$ cat config.mk
export PLATFORM = sky130hd
export DESIGN_NAME = lcdt_top
export DESIGN_NICKNAME = d
export VERILOG_FILES = /design/src/rtl/lcdt_pkg.sv /design/src/rtl/lcdt_axis.sv /design/src/rtl/lcdt_top.sv
export SDC_FILE = /design/constraint.sdc
export NUM_CORES = 1
export LEC_CHECK = 0
export BUFFER_PORTS_ARGS = -buffer_cell sky130_fd_sc_hd__buf_2
export CORE_MARGIN = 4
export CORE_UTILIZATION = 45
export DETAILED_ROUTE_END_ITERATION = 12
export PLACE_DENSITY = 0.63
export SETUP_SLACK_MARGIN = 0.1
export SYNTH_ARGS = -nofsm -noshare
export SYNTH_HDL_FRONTEND = slang
export SYNTH_SLANG_ARGS = --single-unit
$ cat constraint.sdc
create_clock -name clk -period 5.2 [get_ports clk]
set_input_delay 0.52 -clock clk [delete_from_list [all_inputs] [get_ports clk]]
set_output_delay 0.52 -clock clk [all_outputs]
set_load 0.005 [all_outputs]
$ cat src/rtl/lcdt_pkg.sv
package lcdt_pkg;
    // Phase of one scan axis; the order is the order of the sequence.
    typedef enum logic [1:0] {
        PH_SYNC  = 2'd0,
        PH_LEAD  = 2'd1,
        PH_SHOW  = 2'd2,
        PH_TRAIL = 2'd3
    } lcdt_phase_e;
endpackage

$ cat src/rtl/lcdt_axis.sv
module lcdt_axis
    import lcdt_pkg::*;
#(
    parameter int W = 12
) (
    input  logic         clk,
    input  logic         rst_n,
    input  logic         restart,
    input  logic         stop,
    input  logic         step,
    input  logic [W-1:0] len_sync,
    input  logic [W-1:0] len_lead,
    input  logic [W-1:0] len_show,
    input  logic [W-1:0] len_trail,
    output lcdt_phase_e  phase,
    output logic [W-1:0] cnt,
    output logic         wrap
);
    typedef struct packed {
        lcdt_phase_e  ph;
        logic [W-1:0] cnt;
    } axis_st_t;

    axis_st_t     st_d, st_q;
    logic [W-1:0] cur_len;
    logic         last;

    always_comb begin
        unique case (st_q.ph)
            PH_SYNC:  cur_len = len_sync;
            PH_LEAD:  cur_len = len_lead;
            PH_SHOW:  cur_len = len_show;
            PH_TRAIL: cur_len = len_trail;
        endcase
        last = (st_q.cnt == cur_len - 1'b1);
        wrap = step && last &&
               ((st_q.ph == PH_TRAIL) || ((st_q.ph == PH_SHOW) && (len_trail == '0)));

        st_d = st_q;
        if (restart || stop) begin
            st_d.ph  = PH_SYNC;
            st_d.cnt = '0;
        end else if (step) begin
            if (last) begin
                st_d.cnt = '0;
                unique case (st_q.ph)
                    PH_SYNC:  st_d.ph = (len_lead != '0) ? PH_LEAD : PH_SHOW;
                    PH_LEAD:  st_d.ph = PH_SHOW;
                    PH_SHOW:  st_d.ph = (len_trail != '0) ? PH_TRAIL : PH_SYNC;
                    PH_TRAIL: st_d.ph = PH_SYNC;
                endcase
            end else begin
                st_d.cnt = st_q.cnt + 1'b1;
            end
        end
    end

    always_ff @(posedge clk or negedge rst_n) begin
        if (!rst_n) begin
            st_q.ph  <= PH_SYNC;
            st_q.cnt <= '0;
        end else begin
            st_q <= st_d;
        end
    end

    assign phase = st_q.ph;
    assign cnt   = st_q.cnt;
endmodule

$ cat src/rtl/lcdt_top.sv
module lcdt_top
    import lcdt_pkg::*;
#(
    parameter int HW = 12,
    parameter int VW = 12
) (
    input  logic          clk,
    input  logic          rst_n,
    input  logic          scan_en,
    input  logic [HW-1:0] h_sync_len,
    input  logic [HW-1:0] h_lead_len,
    input  logic [HW-1:0] h_show_len,
    input  logic [HW-1:0] h_trail_len,
    input  logic [VW-1:0] v_sync_len,
    input  logic [VW-1:0] v_lead_len,
    input  logic [VW-1:0] v_show_len,
    input  logic [VW-1:0] v_trail_len,
    input  logic          hsync_low,
    input  logic          vsync_low,
    output logic          hsync,
    output logic          vsync,
    output logic          active_video,
    output logic [HW-1:0] pix_col,
    output logic [VW-1:0] pix_row,
    output logic          sof
);
    localparam int GW = 4 * HW + 4 * VW;

    typedef struct packed {
        logic          run;
        logic [HW-1:0] hs, hl, ha, ht;
        logic [VW-1:0] vs, vl, va, vt;
        logic          hpol, vpol;
    } top_st_t;

    top_st_t       s_d, s_q;
    lcdt_phase_e   h_ph, v_ph;
    logic [HW-1:0] h_cnt;
    logic [VW-1:0] v_cnt;
    logic          h_wrap, v_wrap, v_step;
    logic          frame_end, restart, stop;
    logic          hs_on, vs_on, h_vis, v_vis;
    logic          hpol_eff, vpol_eff;
    logic [GW-1:0] geom_q;

    // Frame sequencing and working-set load
    always_comb begin
        v_step    = s_q.run && h_wrap;
        frame_end = v_wrap;
        restart   = (!s_q.run && scan_en) || (frame_end && scan_en);
        stop      = frame_end && !scan_en;

        s_d = s_q;
        if (restart) begin
            s_d.run  = 1'b1;
            s_d.hs   = h_sync_len;
            s_d.hl   = h_lead_len;
            s_d.ha   = h_show_len;
            s_d.ht   = h_trail_len;
            s_d.vs   = v_sync_len;
            s_d.vl   = v_lead_len;
            s_d.va   = v_show_len;
            s_d.vt   = v_trail_len;
            s_d.hpol = hsync_low;
            s_d.vpol = vsync_low;
        end else if (stop) begin
            s_d.run = 1'b0;
        end
    end

    always_ff @(posedge clk or negedge rst_n) begin
        if (!rst_n) begin
            s_q <= '0;
        end else begin
            s_q <= s_d;
        end
    end

    lcdt_axis #(.W(HW)) u_h (
        .clk       (clk),
        .rst_n     (rst_n),
        .restart   (restart),
        .stop      (stop),
        .step      (s_q.run),
        .len_sync  (s_q.hs),
        .len_lead  (s_q.hl),
        .len_show  (s_q.ha),
        .len_trail (s_q.ht),
        .phase     (h_ph),
        .cnt       (h_cnt),
        .wrap      (h_wrap)
    );

    lcdt_axis #(.W(VW)) u_v (
        .clk       (clk),
        .rst_n     (rst_n),
        .restart   (restart),
        .stop      (stop),
        .step      (v_step),
        .len_sync  (s_q.vs),
        .len_lead  (s_q.vl),
        .len_show  (s_q.va),
        .len_trail (s_q.vt),
        .phase     (v_ph),
        .cnt       (v_cnt),
        .wrap      (v_wrap)
    );

    // Output decode
    always_comb begin
        hs_on    = s_q.run && (h_ph == PH_SYNC);
        vs_on    = s_q.run && (v_ph == PH_SYNC);
        h_vis    = s_q.run && (h_ph == PH_SHOW);
        v_vis    = s_q.run && (v_ph == PH_SHOW);
        hpol_eff = s_q.run ? s_q.hpol : hsync_low;
        vpol_eff = s_q.run ? s_q.vpol : vsync_low;

        hsync        = hs_on ^ hpol_eff;
        vsync        = vs_on ^ vpol_eff;
        active_video = h_vis && v_vis;
        pix_col      = h_vis ? h_cnt : '0;
        pix_row      = v_vis ? v_cnt : '0;
        sof          = active_video && (h_cnt == '0) && (v_cnt == '0);
    end

    assign geom_q = {s_q.hs, s_q.hl, s_q.ha, s_q.ht, s_q.vs, s_q.vl, s_q.va, s_q.vt};
endmodule

==> qor.csv <==
metric,value,unit
outcome,"complete, no violations",
drv_cap,0,
fin_skew,0.00587,ns
cts_setup_buffers,0,
critPathMaxFanout,14,
rsz0062_at_grt,no,
async_reset_ff_share,100,%
clock.fmax,0.232,GHz
ys_seq_area_share,44.5,%
critical_path_class,flop to flop,
grt.met3_usage,4.20,%
grt_antenna_before_repair,0,
die_w,134,um
ys_types,65,
core-area,0.0154,sq mm
wl,17800,um
syn_area_per_cell,11.9,sq um
p_leak,4.10,nW
timing.final.crit_share,82.8,%
routedWlPerCell,18.8,um
crit_family,simple AND/OR/NAND/NOR gates,
vdd_drop_max,0.193,mV
ys.flop_type,dfrtp_1,
ant_nets,0,
cp_cell_sequence,"buf_4, mux4_2, nor4_1, nand4b_1, xnor2_1, a2111oi_2, nand2_1, o21ai_2, mux2_2",
vias,5344,
hold_path_class,input pin to asynchronous set/reset pin,
slowest_stage,dfrtp_1,
multiInputGateArea,0.00368,sq mm
finalMaxSlewViolations,0,
ios,129,
cts.sinks,127,
cts_resized,0,
insertedDiodeCount,0,
io_buffers,128,
clock_latency,0.42,ns
groute.usage.overall,20.6,%
htreeDepth,4,
dp_hpwl,13400,um
postSynthNetCount,708,
fin_setup_tns,0,ns
die_h,134,um
regArea,0.00318,sq mm
design.die.area,0.0179,sq mm
fin_util,55.2,%
grt_pass1_wl,29000,um
grt_pass1_vias,5460,
setup.worst_path.end_class,flop,
hold_viol_final,0,
gp_congestion,0.888,
synth-edff-count,0,
num-nets-final,831,
critPathBufInv,1,
grt_max_degree,78,
worst-slew-pin-transition,1.01,ns
ys_warn_count,0,
pwr-share-clk,46.5,%
busiest_layer,met2,
cp.required,5.50,ns
rows,45,
p_per_area,281,mW/mm^2
synth-seq-cells,127,
cts_tree,built,
seqPwrFrac,44.9,%
cpPeakStageDelay,0.77,ns
drive_gt1_share,38.7,%
gr-total-overflow,0,
setup_viol,0,
use_met2,31.1,%
slew_headroom,32.8,%
syn_area,0.00714,sq mm
final.fill_count,1316,
cts-root-buf,clkbuf_16,
areaGrowthSynthToFinish,19.0,%
postCtsHoldBufs,0,
period_minus_slack,4.30,ns
start_util,46.4,%
drtIter0Drc,402,
drc,0,
first_pass_iters,4,
switchingPower,596,uW
switching_share,25.0,%
final_cell_mix,"127 x dfrtp_1, 127 x buf_2, 81 x mux2_2, 32 x nor2_1, 26 x xnor2_1",
intPower,1.79,mW
met1_usage,30.2,%
cts_made_buffers,17,
cp.arrival,4.61,ns
clock_path_buffers,2,
comb_power_share,8.6,%
detail_route.vias_per_cell,5.64,
critPathLaunchType,flop,
clkTransAtPathRegs,0.06,ns
synth_cells,601,
worst paths after layout:
kind,from,endpoint,slack (ns),cells past startpoint
max in group asynchronous,rst_n,geom_q[1]$_DFFE_PN0P_,3.73,2
min,rst_n,u_h.cnt[8]$_DFFE_PN0P_,0.26,1
max reg2reg,u_v.phase[0]$_DFFE_PN0P_,u_v.phase[1]$_DFFE_PN0P_,0.90,9
min in group clk,h_show_len[9],geom_q[69]$_DFFE_PN0P_,0.32,2
min reg2reg,geom_q[66]$_DFFE_PN0P_,geom_q[66]$_DFFE_PN0P_,0.48,1
max,u_v.phase[0]$_DFFE_PN0P_,u_v.phase[1]$_DFFE_PN0P_,0.90,9
flip-flops by register name, indices dropped and copies added (netlist names):
| register | flops |
|---|---|
| s_q | 3 |
| u_v.cnt | 12 |
| u_h.phase | 2 |
| geom_q | 96 |
| u_v.phase | 2 |
| u_h.cnt | 12 |
cells in the mapped netlist (all sizes together), types with 4 or more instances:
cell / instances / area [sq um]
clkbuf: 12 / 45.0
and2: 25 / 156
a22oi: 6 / 45.0
buf: 21 / 149
nor3: 17 / 85.1
or4b: 4 / 40.0
ha: 6 / 75.1
and3: 6 / 37.5
inv: 21 / 78.8
o2111ai: 4 / 35.0
nand4: 8 / 65.1
mux2: 101 / 1140
nor2: 32 / 120
xor2: 15 / 131
mux4: 24 / 541
o21ai: 12 / 75.1
or3: 9 / 56.3
dfrtp: 127 / 3180
nand2: 14 / 52.6
nor3b: 4 / 30.0
mux2i: 9 / 90.1
a21oi: 18 / 97.6
nor4: 20 / 131
nand4b: 4 / 35.0
xnor2: 26 / 228
or2: 4 / 25.0
nand3: 11 / 55.1
metal layers:
metal  wire length, um  part of all wire (%)
met1              8390                    47
met5                 0                     0
met3              1010                   5.7
met4               242                   1.4
met2              8150                    46
cell type report:
cell class	count	area share (%)
clock buffer	21	5.42
inverter	21	0.928
clock inverter	10	1.06
sequential	127	37.4
tap	211	3.11
multi-input combinational	420	43.4
timing repair buffer	137	8.66
kinds of logic after synthesis:
family,share of synthesized area (%)
compound gates,6.38
xor+xnor,5.03
fa+ha+maj,1.05
buf+inv,3.82
flops,44.5
mux,24.8
simple gates,14.4
power by group through the flow:
stage	clock network (mW)	logic, mW	registers, mW
5_1_grt	1.17	0.233	1.07
3_3_place_gp	0	0.202	1.08
3_5_place_dp	0	0.207	1.09
6_report	1.11	0.206	1.07
4_1_cts	1.13	0.209	1.07
2_1_floorplan	0	0.124	1.06
stage by stage:
stage | cell area (sq um) | power (mW) | std cells | worst slack [ns] | hold WS [ns]
2_1_floorplan | 7140 | 1.19 | 601 | 1.59 | 0.224
3_3_place_gp | 7940 | 1.29 | 916 | 1.02 | 0.466
3_5_place_dp | 7940 | 1.29 | 916 | 0.879 | 0.471
4_1_cts | 8490 | 2.41 | 947 | 0.863 | 0.307
5_1_grt | 8490 | 2.48 | 947 | 0.479 | 0.319
6_report | 8490 | 2.38 | 947 | 0.896 | 0.257
worst reg2reg max path: cells and delay by family (launching register included):
family                    cells  cell delay (ns)
AOI/OAI and AO/OA             2             0.86
xor gates and xnor gates      1             0.17
buffers and inverters         1             0.30
DFF                           1             0.77
muxes                         2             0.97
and+or+nand+nor               3             1.12
(Power assumes the default switching activity.)
